File: src/rtl/dsx_pkg.sv
// Shared types for the dual-mode transceiver.
// Assumes: nothing beyond IEEE 1800-2017.
package dsx_pkg;

    // Operating state of one lane during a given clock cycle
    typedef enum logic [1:0] {
        LANE_PASS    = 2'd0,
        LANE_HOLD    = 2'd1,
        LANE_CAPTURE = 2'd2
    } lane_mode_e;

    // True when the storage word must take in the input this cycle
    function automatic logic mode_loads(input lane_mode_e m);
        return (m != LANE_HOLD);
    endfunction

endpackage

File: src/rtl/dsx_edge.sv
// Rising-change detector for one lane's capture strobe.
// Sampled on the system clock. Assumes the strobe is synchronous to clk
// or already synchronised upstream. The history flop is not reset so that
// it always reflects the true previous sample.
module dsx_edge (
    input  logic clk,
    input  logic stb_i,
    output logic rise_o
);
    logic stb_q;

    // Keep the previous strobe sample
    always_ff @(posedge clk) begin
        stb_q <= stb_i;
    end

    // Rising change seen between two consecutive samples
    always_comb begin
        rise_o = stb_i & ~stb_q;
    end
endmodule

File: src/rtl/dsx_bit.sv
// One-bit storage channel: loads on request and is bypassed in pass mode.
// Assumes the load and pass controls are shared by all bits of a lane.
module dsx_bit (
    input  logic clk,
    input  logic rst_n,
    input  logic d_i,
    input  logic load_i,
    input  logic pass_i,
    output logic q_o
);
    logic store_q;

    // Storage bit: clear on reset, else take the input when asked
    always_ff @(posedge clk) begin
        if (!rst_n) begin
            store_q <= 1'b0;
        end else if (load_i) begin
            store_q <= d_i;
        end
    end

    // Output select: live input in pass mode, stored bit otherwise
    always_comb begin
        q_o = pass_i ? d_i : store_q;
    end
endmodule

File: src/rtl/dsx_lane.sv
// One direction of the transceiver: mode decode, strobe edge detection,
// WIDTH storage channels and output enable polarity.
// Assumes: OE_ACTIVE_LOW picks the polarity of oe_i.
module dsx_lane
    import dsx_pkg::*;
#(
    parameter int WIDTH         = 18,
    parameter bit OE_ACTIVE_LOW = 1'b0
) (
    input  logic             clk,
    input  logic             rst_n,
    input  logic [WIDTH-1:0] d_i,
    input  logic             le_i,
    input  logic             stb_i,
    input  logic             oe_i,
    output logic [WIDTH-1:0] q_o,
    output logic             drive_o
);
    localparam int LAST_BIT = WIDTH - 1;

    logic       stb_rise;
    lane_mode_e mode;
    logic       load;

    dsx_edge u_edge (
        .clk    (clk),
        .stb_i  (stb_i),
        .rise_o (stb_rise)
    );

    // Mode decode: pass enable wins over a strobe edge
    always_comb begin
        if (le_i) begin
            mode = LANE_PASS;
        end else if (stb_rise) begin
            mode = LANE_CAPTURE;
        end else begin
            mode = LANE_HOLD;
        end
        load = mode_loads(mode);
    end

    for (genvar i = 0; i <= LAST_BIT; i++) begin : g_bit
        dsx_bit u_bit (
            .clk    (clk),
            .rst_n  (rst_n),
            .d_i    (d_i[i]),
            .load_i (load),
            .pass_i (le_i),
            .q_o    (q_o[i])
        );
    end

    if (OE_ACTIVE_LOW) begin : g_oe_low
        // Drive while the enable is low
        always_comb drive_o = ~oe_i;
    end else begin : g_oe_high
        // Drive while the enable is high
        always_comb drive_o = oe_i;
    end
endmodule

File: src/rtl/dual_store_xcvr.sv
// Two-port transceiver with an independent pass/hold/capture lane per
// direction. The A-to-B output enable is active high and the B-to-A
// output enable is active low. Pads are external: each port gives data
// plus a drive flag.
module dual_store_xcvr #(
    parameter int WIDTH = 18
) (
    input  logic             clk,
    input  logic             rst_n,
    input  logic [WIDTH-1:0] a_i,
    output logic [WIDTH-1:0] a_o,
    output logic             a_oe_o,
    input  logic [WIDTH-1:0] b_i,
    output logic [WIDTH-1:0] b_o,
    output logic             b_oe_o,
    input  logic             ab_le_i,
    input  logic             ab_stb_i,
    input  logic             ab_oe_i,
    input  logic             ba_le_i,
    input  logic             ba_stb_i,
    input  logic             ba_oe_n_i
);
    dsx_lane #(.WIDTH(WIDTH), .OE_ACTIVE_LOW(1'b0)) u_ab (
        .clk     (clk),
        .rst_n   (rst_n),
        .d_i     (a_i),
        .le_i    (ab_le_i),
        .stb_i   (ab_stb_i),
        .oe_i    (ab_oe_i),
        .q_o     (b_o),
        .drive_o (b_oe_o)
    );

    dsx_lane #(.WIDTH(WIDTH), .OE_ACTIVE_LOW(1'b1)) u_ba (
        .clk     (clk),
        .rst_n   (rst_n),
        .d_i     (b_i),
        .le_i    (ba_le_i),
        .stb_i   (ba_stb_i),
        .oe_i    (ba_oe_n_i),
        .q_o     (a_o),
        .drive_o (a_oe_o)
    );
endmodule

File: config.mk
export PLATFORM = sky130hd
export DESIGN_NAME = dual_store_xcvr
export DESIGN_NICKNAME = d
export VERILOG_FILES = /design/src/rtl/dsx_pkg.sv /design/src/rtl/dsx_edge.sv /design/src/rtl/dsx_bit.sv /design/src/rtl/dsx_lane.sv /design/src/rtl/dual_store_xcvr.sv
export SDC_FILE = /design/constraint.sdc
export NUM_CORES = 1
export LEC_CHECK = 0
export BUFFER_PORTS_ARGS = -buffer_cell sky130_fd_sc_hd__buf_2
export CAP_MARGIN = 20
export CORE_UTILIZATION = 53
export CTS_CLUSTER_SIZE = 40
export DETAILED_ROUTE_END_ITERATION = 8
export MAX_ROUTING_LAYER = met4
export PLACE_DENSITY = 0.93
export SKIP_CTS_REPAIR_TIMING = 1
export SKIP_LAST_GASP = 1
export SLEW_MARGIN = 10
export SYNTH_ARGS = -nofsm -noshare
export SYNTH_HDL_FRONTEND = slang
export SYNTH_SLANG_ARGS = --single-unit
File: constraint.sdc
create_clock -name clk -period 3.92 [get_ports clk]
set_clock_uncertainty 0.15 [all_clocks]
set_input_delay 0.784 -clock clk [delete_from_list [all_inputs] [get_ports clk]]
set_output_delay 0.784 -clock clk [all_outputs]
set_load 0.05 [all_outputs]
* After elaboration in Yosys (flattened, before gate mapping)
Index checks and enable logic that the tools add are counted.
** Storage, ports and cells
- Flip-flop bits (word level) :: 38
** Cells by class
- Mux-type cells :: 40
- Eq/ne operators :: 2
- Bitwise logic cells :: 5
** Operator list (number)
- $mux 1 :: 36
- $mux 2 :: 4
- $ne 2x1->1 const B :: 2
- $not 1->1 :: 3
- $and 1x1->1 :: 2

* Logic depth before layout (Yosys ltp)
Gate-level depths: netlist of the first run.
- Depth in word-level cells :: 5
- Mapped depth :: 5
- Gate-level depth less buffers :: 3

* Hierarchy
A second synthesis of the first run with hierarchy kept.
** Unflattened totals
- Cells, all modules :: 152
- Area, all modules :: 1938.1 sq um
** By module, submodules not included
- dsx_bit :: sequential area each 20.0 sq um, area an instance 51.3 sq um, instances 36, cells an instance 4
- dsx_edge :: sequential area each 20.0 sq um, area an instance 33.8 sq um, instances 2, cells an instance 2
- dsx_lane (u_ab) :: sequential area each 0.0 sq um, area an instance 13.8 sq um, instances 1, cells an instance 2
- dsx_lane (u_ba) :: sequential area each 0.0 sq um, area an instance 10.0 sq um, instances 1, cells an instance 2

* Worst setup path after synthesis of the first run
Ideal clock, no wire load.
- Path kind :: input to output
- Start point :: input ba_le_i
- End point :: output a_o[0]
- Stages :: 4
- Slack :: 1.397 ns
- Arrival :: 1.589 ns
- Cell sequence :: buf_6 buf_4 mux2_2 buf_4
** On the way
- Cells in the longest elaborated chain, start to end :: 1
** Ends and longest elaborated chain
- start: declaration :: line dual_store_xcvr.sv:19 : input logic ba_le_i,
- $mux 1 :: line dsx_bit.sv:24 : q_o = pass_i ? d_i : store_q;
- end: declaration :: line dual_store_xcvr.sv:11 : output logic [WIDTH-1:0] a_o,
Every way passes these cells.

* Final worst setup path of the first run
- Start point :: input ba_le_i
- End point :: output a_o[5]
Same word-level chain as after synthesis.

==> impl_results.md, run 1 <==
* Vias at around 1600
* Synth cell count leaders: nand2_1 (72), buf_4 (39), dfxtp_1 (38)
* IO Pins at just over 80
* Post-Syn Area at approximately 2300 um^2
* Via density per instance at slightly below 5
* Full die area at 4520 um^2
* Core area at ~4000 um^2
* Worst Reg2Reg Path Length in Cells at 3
* Status: complete, no violations
* Type of origin of the critical path: primary input
* Register area share after synthesis at between 30% and 40%
* Max Cap Viol at 0
* Int Pwr at roughly 0.64 mW
* Synth warn at 0
* Fin nets at roughly 320
* Count leader, synth: nand2_1
* Worst slew margin at between 40% and 50%
* Post-synth EDFFs at 0
* Starting Density at between 50% and 60%
* Post-synthesis async set-or-reset flop share at 0%
* Gpl congestion at a little under 0.7
* WL per Instance at about 11 um
* Syn Area/Cell at around 9.4 um^2
* Hold EP: u_ba.g_bit[12].u_bit.store_q
* Worst r2r dst: u_ba.g_bit[8].u_bit.store_q
* Initial antenna violation count at 0
* DR iter-0 viols at 53
* Number of global-route vias before repair at between 1000 and 1500
* CTS sink count at 38
* Sw power at ~0.32 mW
* Seq. cell area at about 760 um^2
* Synth cell types at 11
* Synth area leader: dfxtp_1
* Register bit total from synthesis at 38
* FP Rows at 23
* Final hold violation count at 0
* RSZ-0062 raised after global routing: false
* Main synth FF type: dfxtp_1
* Crit Path Max Fanout at 19
* Fmax at 0.369 GHz
* Final WL at about 3600 um
* Net Sw Frac at about a third
* Hold Path Class: reg2reg
* Worst-path clk slew at ~60 ps
* DP HPWL at about 2600 um
* GRT Residual Overflow at 0
* Longest Clk Path Bufs at 2
* IR drop worst, VDD at ~0.00024 V
* Area contributors post-synth: dfxtp_1 (34%), mux2_2 (18%), mux2i_1 (16%)
* CP endpoint kind: output port
* P_leak at 1.18 nW
* Worst Hold Launch: u_ba.g_bit[12].u_bit.store_q
* Final setup fails at 0
* Share of cells above drive strength 1 at about 45%
* CTS tree: built
* Final critical-path required period at around 2700 ps
* Worst slew pin tran at 755 ps
* Seq pwr share at around 44%
* Reg2reg start: u_ba.u_edge.stb_q
* Fin crit share at 69.2%
* H-tree levels at 2
* Crit path DAT at roughly 1800 ps
* Worst setup path class: in2out
* Hold Path Stages at 2
* Data required, critical path at approximately 3000 ps
* Area share of the largest cell type after synthesis at between 30% and 40%
* Pwr Density at 400 nW/um^2
* Port bufs at 79
* Synth-to-Final Area Change at 6.43%
* Clk_lat worst skew at 280 ps
* Synth Instances at between 200 and 250
* Pre-Repair DR Iteration Count at 4
* Die extent in x at 67.2 um
* ANT nets after route at 0
* Placed Cells at between 300 and 400
* FILL cells at 363
* R2r setup slk at approximately 2400 ps
* Max-slew violation total from the final report at 0
* Clk pwr share at 26.5%
* Post-route insts no fill at between 300 and 400
* Total track usage at 17.0%
* Post-Syn Nets at roughly 280
* CTS Buf Count at 5
* Post-layout util at between 50% and 60%
* TNS Setup at 0 ps
* Largest net degree at the start of global routing at 73
* Detailed-route DRC error count at 0
* First-pass GRT wire length at between 5000 and 6000 um
* # diodes at 0
* Die Span Y at slightly below 70 um
* Combined area of the multi-input logic cells at ~1100 um^2
* Logic pwr share at between 20 and 30%
* CTS Root Buffer Type: clkbuf_8
-- sequential cells by signal, summed over array words and instances (netlist names) --
signal,cells
u_ba.u_edge.stb_q,1
u_ba.g_bit.u_bit.store_q,18
u_ab.g_bit.u_bit.store_q,18
u_ab.u_edge.stb_q,1
-- stage by stage --
step | setup WS [ps] | area, um^2 | total power [mW] | hold slack (ps)
finish | 1210 | 2400 | 0.960 | 310
global route | 1170 | 2400 | 1.01 | 329
CTS | 1190 | 2380 | 0.973 | 314
detailed placement | 1190 | 2300 | 0.713 | 302
global placement | 1210 | 2300 | 0.705 | 293
floorplan | 1400 | 2260 | 0.705 | 286
-- layer usage --
metal | wire length (um) | track usage (%)
met1 | 1620 | 18.1
met2 | 1770 | 29.3
met3 | 197 | 4.73
met4 | 59 | 7.18
met5 | 0 | -
-- layout make-up --
type | instances | share of cell area [%]
clock buffer | 6 | 3.44
inverter | 3 | 0.469
multi-input combinational | 146 | 44.5
sequential | 38 | 31.7
tap | 50 | 2.61
timing repair buffer | 80 | 17.3
-- power by group through the flow --
stage | Clock [mW] | Sequential (mW) | Combinational (mW)
after floorplan | 0 | 0.431 | 0.275
after global placement | 0 | 0.433 | 0.272
after detailed placement | 0 | 0.434 | 0.279
after CTS | 0.268 | 0.426 | 0.279
after global routing | 0.284 | 0.430 | 0.298
final | 0.254 | 0.426 | 0.279
-- worst max-delay path by stage --
| stage | cells after the start | startpoint | slack, ps | to |
|---|---|---|---|---|
| 6_report | 3 | ba_le_i | 1210 | a_o[5] |
| 5_1_grt | 3 | ba_le_i | 1170 | a_o[4] |
| 4_1_cts | 3 | ba_le_i | 1190 | a_o[5] |
| 3_5_place_dp | 3 | ba_le_i | 1190 | a_o[5] |
| 3_3_place_gp | 3 | ba_le_i | 1210 | a_o[0] |
| 2_1_floorplan | 4 | ba_le_i | 1400 | a_o[0] |
-- critical path, stage by stage --
cell and delay (ps):
buf_2 380, mux2_2 400, buf_2 210
-- cell families after synthesis --
| kind of cell | synth area share (%) |
|---|---|
| compound gates | 1.44 |
| buf+inv | 18.9 |
| flops | 33.7 |
| mux | 33.9 |
| simple gates | 12.0 |
-- cell usage in the layout (no fill, tap or decap) --
master	n
buf_2	79
nand2_1	72
dfxtp_1	38
mux2i_1	36
mux2_2	36
clkbuf_8	6
inv_1	3
a21oi_4	2
buf_12	1
(Power assumes the default switching activity.)
==> run 2: changes to the inputs <==
- ABC_AREA: default -> 1
- CORE_UTILIZATION: 53 -> 49
- PLACE_DENSITY: 0.93 -> 0.88
- clock period: 3.92 -> 2.55 ns (I/O delays scaled with it)
==> impl_results.md, run 2 <==
* Status: complete, no violations
* Met1 wire length at 1700 um
* FILL cells at 422
* CTS sink count at 38
* H-tree levels at 2
* Pre-Repair DR Iteration Count at 4
* Post-layout util at 57.3%
* Commonest non-fill, non-tap cells in the layout: nand2_1 (110), buf_2 (79), nor2_1 (72)
* CTS Buf Count at 5
* Die extent in x at 68.9 um
* Post-synthesis async set-or-reset flop share at 0%
* CTS tree: built
* Starting Density at between 50% and 60%
* Detailed-route DRC error count at 0
* DP HPWL at around 2700 um
* WL per Instance at between 8 and 9 um
* Hold Path Class: in2reg
* Synth-to-Final Area Change at 8.34%
* Data required, critical path at around 1900 ps
* Initial antenna violation count at 0
* Commonest non-fill, non-tap cell in the layout: nand2_1
* Logic pwr share at 26.8%
* Fin crit share at 78.6%
* Final setup fails at 0
* Net Sw Frac at 33.9%
* Max Cap Viol at 0
* Longest Clk Path Bufs at 2
* Vias at just under 2000
* Worst-path clk slew at about 70 ps
* IR drop worst, VDD at just under 0.0003 V
* Seq pwr share at between 40 and 50%
* Number of global-route vias before repair at about 1500
* Port bufs at 79
* CP endpoint kind: output port
* Met2 wire length at 1840 um
* Type of origin of the critical path: primary input
* Worst Hold Launch: ba_stb_i
* Synth cell types at 11
* Top flop regs: u_ab.g_bit.u_bit.store_q: 18 flops, u_ba.g_bit.u_bit.store_q: 18 flops
* Register area share after synthesis at a little over a third
* Fin nets at between 400 and 500
* Reg2reg start: u_ab.u_edge.stb_q
* Pwr Density at approximately 650 nW/um^2
* Crit path from: ba_le_i
* Total track usage at 17.1%
* Syn Area/Cell at about 6.2 um^2
* Synth Instances at around 350
* Post-Syn Nets at about 400
* Fmax at roughly 0.50 GHz
* Crit Path Max Fanout at 37
* Final critical-path required period at 2010 ps
* Clk pwr share at a little under a third
* Highest Signal Layer: met4
* # diodes at 0
* Hold_ws at about 190 ps
* Register bit total from synthesis at 38
* FP Rows at 23
* Full die area at roughly 4700 um^2
* Post-Syn Area at between 2000 and 2500 um^2
* Clk_lat worst skew at between 200 and 300 ps
* Synth cell count leaders: nand2_1 (110), nor2_1 (72), buf_4 (39), inv_1 (39), dfxtp_1 (38)
* Core area at between 4000 and 5000 um^2
* GRT Residual Overflow at 0
* DR iter-0 viols at 76
* Die Span Y at 68.9 um
* Largest net degree at the start of global routing at 38
* Share of cells above drive strength 1 at 23.6%
* Sw power at ~0.52 mW
* Met3 wire length at roughly 230 um
* First-pass GRT wire length at approximately 5900 um
* Count leader, synth: nand2_1
* Gpl congestion at roughly 0.72
* Final hold violation count at 0
* Crit path DAT at between 1000 and 1500 ps
* TNS Setup at 0 ps
* Synth warn at 0
* IO Pins at 82
* Max-slew violation total from the final report at 0
* CTS Root Buffer Type: clkbuf_8
* Worst slew pin tran at around 650 ps
* ANT nets after route at 0
* Int Pwr at 1.02 mW
* Area share of the largest cell type after synthesis at between 30% and 40%
* Final WL at approximately 3800 um
* Area contributors post-synth: dfxtp_1 (35%), nand2_1 (19%), buf_4 (13%)
* Synth area leader: dfxtp_1
* RSZ-0062 raised after global routing: false
* P_leak at around 1.4 nW
* Worst setup path class: in2out
* Post-synth EDFFs at 0
* Main synth FF type: dfxtp_1
* Via density per instance at 4.47
* Worst slew margin at between 50 and 60%
[run 2: cell type report]
class | count | area [um^2] | share of cell area (%)
clock buffer | 8 | 110 | 4.64
inverter | 41 | 159 | 6.69
multi-input combinational | 220 | 886 | 37.3
timing repair buffer | 79 | 395 | 16.7
sequential | 38 | 761 | 32.1
tap | 50 | 62.6 | 2.64
[run 2: logic make-up (layout without fill, tap and decap cells)]
logic type | count (synthesis) | after routing | synth area share, %
AND/OR/NAND/NOR | 184 | 184 | 32.2
buffers and inverters | 94 | 128 | 24.8
flip-flops | 38 | 38 | 34.7
AO/OA/AOI/OAI | 36 | 36 | 8.22
[run 2: critical path, stage by stage]
cell and delay (ps):
buf_2 110, inv_4 230, nand2_1 70, o21ai_0 110, buf_2 300
[run 2: final timing paths]
kind / to / slack, ps / cells past startpoint
hold / removal: u_ba.u_edge.stb_q / 190 / 1
setup reg to reg: u_ab.g_bit[3].u_bit.store_q / 1380 / 6
hold reg to reg: u_ba.g_bit[5].u_bit.store_q / 330 / 2
setup / recovery: a_o[17] / 540 / 5
[run 2: metrics by stage]
step	power [mW]	std cells	worst slack, ps	instance area [um^2]
after floorplan	1.08	352	797	2190
after global placement	1.08	428	555	2260
after detailed placement	1.09	428	555	2260
after CTS	1.56	436	548	2370
after global routing	1.63	436	450	2370
final	1.54	436	545	2370
[run 2: power by group through the flow]
stage | logic (mW) | clock network (mW) | registers, mW
floorplan | 0.406 | 0 | 0.670
global placement | 0.409 | 0 | 0.673
detailed placement | 0.416 | 0 | 0.675
CTS | 0.417 | 0.486 | 0.661
global route | 0.458 | 0.508 | 0.666
finish | 0.414 | 0.470 | 0.661
[run 2: metal layers]
| layer | up-vias | GRT usage, % |
|---|---|---|
| li1 | 1065 | - |
| met1 | 820 | 18.8 |
| met2 | 59 | 29.2 |
| met3 | 4 | 3.95 |
| met4 | 0 | 7.65 |
| met5 | - | - |
==> run 3: changes to the inputs <==
- CORE_UTILIZATION: 49 -> 44
- PLACE_DENSITY: 0.88 -> 0.84
- clock period: 2.55 -> 1.7 ns (I/O delays scaled with it)
==> impl_results.md, run 3 (same netlist as run 2, synthesis figures left out) <==
* Hold_ws at between 15 and 20 ps
* Final setup fails at 0
* Hold Path Stages at 1
* First-pass GRT wire length at approximately 6000 um
* Number of global-route vias before repair at around 1600
* Clk_lat worst skew at ~280 ps
* Post-route insts no fill at 453
* Max-slew violation total from the final report at 0
* Total track usage at roughly 15%
* Commonest non-fill, non-tap cells in the layout: nand2_1 (110), buf_2 (77), nor2_1 (72)
* GRT Residual Overflow at 0
* FP Rows at 25
* CTS sink count at 38
* Hold Path Class: in2reg
* ANT nets after route at 0
* Longest Clk Path Bufs at 2
* IR drop worst, VDD at about 0.00048 V
* Placed Cells at between 400 and 500
* Reg2reg start: u_ab.u_edge.stb_q
* Worst-path clk slew at roughly 70 ps
* Status: complete, no violations
* Die extent in x at around 73 um
* Pwr Density at a little under 1000 nW/um^2
* Crit Path Max Fanout at 37
* P_leak at between 1 and 1.5 nW
* Commonest non-fill, non-tap cell in the layout: nand2_1
* Starting Density at between 40% and 50%
* # diodes at 0
* IO Pins at slightly above 80
* Final critical-path required period at between 1500 and 2000 ps
* Fmax at between 0.6 and 0.7 GHz
* Type of origin of the critical path: primary input
* Final hold violation count at 0
* CTS Buf Count at 5
* Worst r2r dst: u_ab.g_bit[0].u_bit.store_q
* Full die area at between 5000 and 6000 um^2
* TNS Setup at 0 ps
* CP endpoint kind: output port
* R2r setup slk at between 500 and 600 ps
* Worst slew pin tran at around 670 ps
* RSZ-0062 raised after global routing: true
* Final WL at a little under 4000 um
* H-tree levels at 2
* Worst Hold Launch: ba_stb_i
* Initial antenna violation count at 0
* Die Span Y at 72.6 um
* Largest net degree at the start of global routing at 38
* Worst setup path class: in2out
* Fin nets at 429
* Fin crit share at a little over nine tenths
* Via density per instance at between 4 and 5
* Share of cells above drive strength 1 at 23.6%
* Gpl congestion at about 0.74
* Crit path DAT at between 1000 and 1500 ps
* Port bufs at between 70 and 80
* Synth-to-Final Area Change at 9.71%
* Detailed-route DRC error count at 0
* Post-layout util at around half
* WL per Instance at 8.66 um
* Vias at approximately 1900
* Post-DP Area at 2280 um^2
* DP HPWL at ~2800 um
* Worst slew margin at between 50% and 60%
* Pre-Repair DR Iteration Count at 4
* Hold EP: u_ba.u_edge.stb_q
* Core area at ~4800 um^2
* Worst Reg2Reg Path Length in Cells at 6
* Max Cap Viol at 0
* Data required, critical path at around 1200 ps
* Post-route cell area at about 2400 um^2
* DR iter-0 viols at 69
* CTS Root Buffer Type: clkbuf_8
* Top flop regs: u_ab.g_bit.u_bit.store_q: 18 flops, u_ba.g_bit.u_bit.store_q: 18 flops
* CTS tree: built
## run 3: worst max-delay path: stages
cell and delay [ps]:
buf_2 120, inv_6 180, nand2_1 70, o21ai_0 100, buf_2 310
## run 3: per-stage QoR
stage | setup WS (ps) | power, mW
5_1_grt | -20.7 | 2.49
6_report | 84.4 | 2.37
2_1_floorplan | 287 | 1.61
4_1_cts | -26.5 | 2.39
3_3_place_gp | 33.1 | 1.62
3_5_place_dp | 26.6 | 1.64
## run 3: layout make-up
cell class	instances	area (um^2)
clock buffers	5	68.8
inverters	41	164
clock inverters	3	40.0
fillers	506	2350
well taps	67	83.8
repair buffers	79	400
flip-flops and latches	38	761
multi-input cells	220	886
## run 3: layer usage
metal | vias up | GRT usage, % | part of all wire, %
li1 | 1066 | - | -
met1 | 799 | 16.1 | 44
met2 | 50 | 26.9 | 49
met3 | 7 | 3.75 | 5.1
met4 | 0 | 6.75 | 1.7
met5 | - | - | 0
## run 3: worst max path at each step
stage / from / slack, ps / cells past startpoint / to
after floorplan: ba_le_i / 290 / 5 / a_o[0]
after global placement: ab_le_i / 30 / 5 / b_o[16]
after detailed placement: ab_le_i / 30 / 5 / b_o[13]
after CTS: ab_le_i / -30 / 5 / b_o[16]
after global routing: ab_le_i / -20 / 5 / b_o[16]
final: ba_le_i / 80 / 5 / a_o[3]
## run 3: power by group
group	leakage [nW]	total [mW]	internal [mW]	switching [mW]
Combinational	1.03	0.625	0.165	0.460
Clock	0.0579	0.755	0.432	0.323
Sequential	0.317	0.991	0.959	0.0320
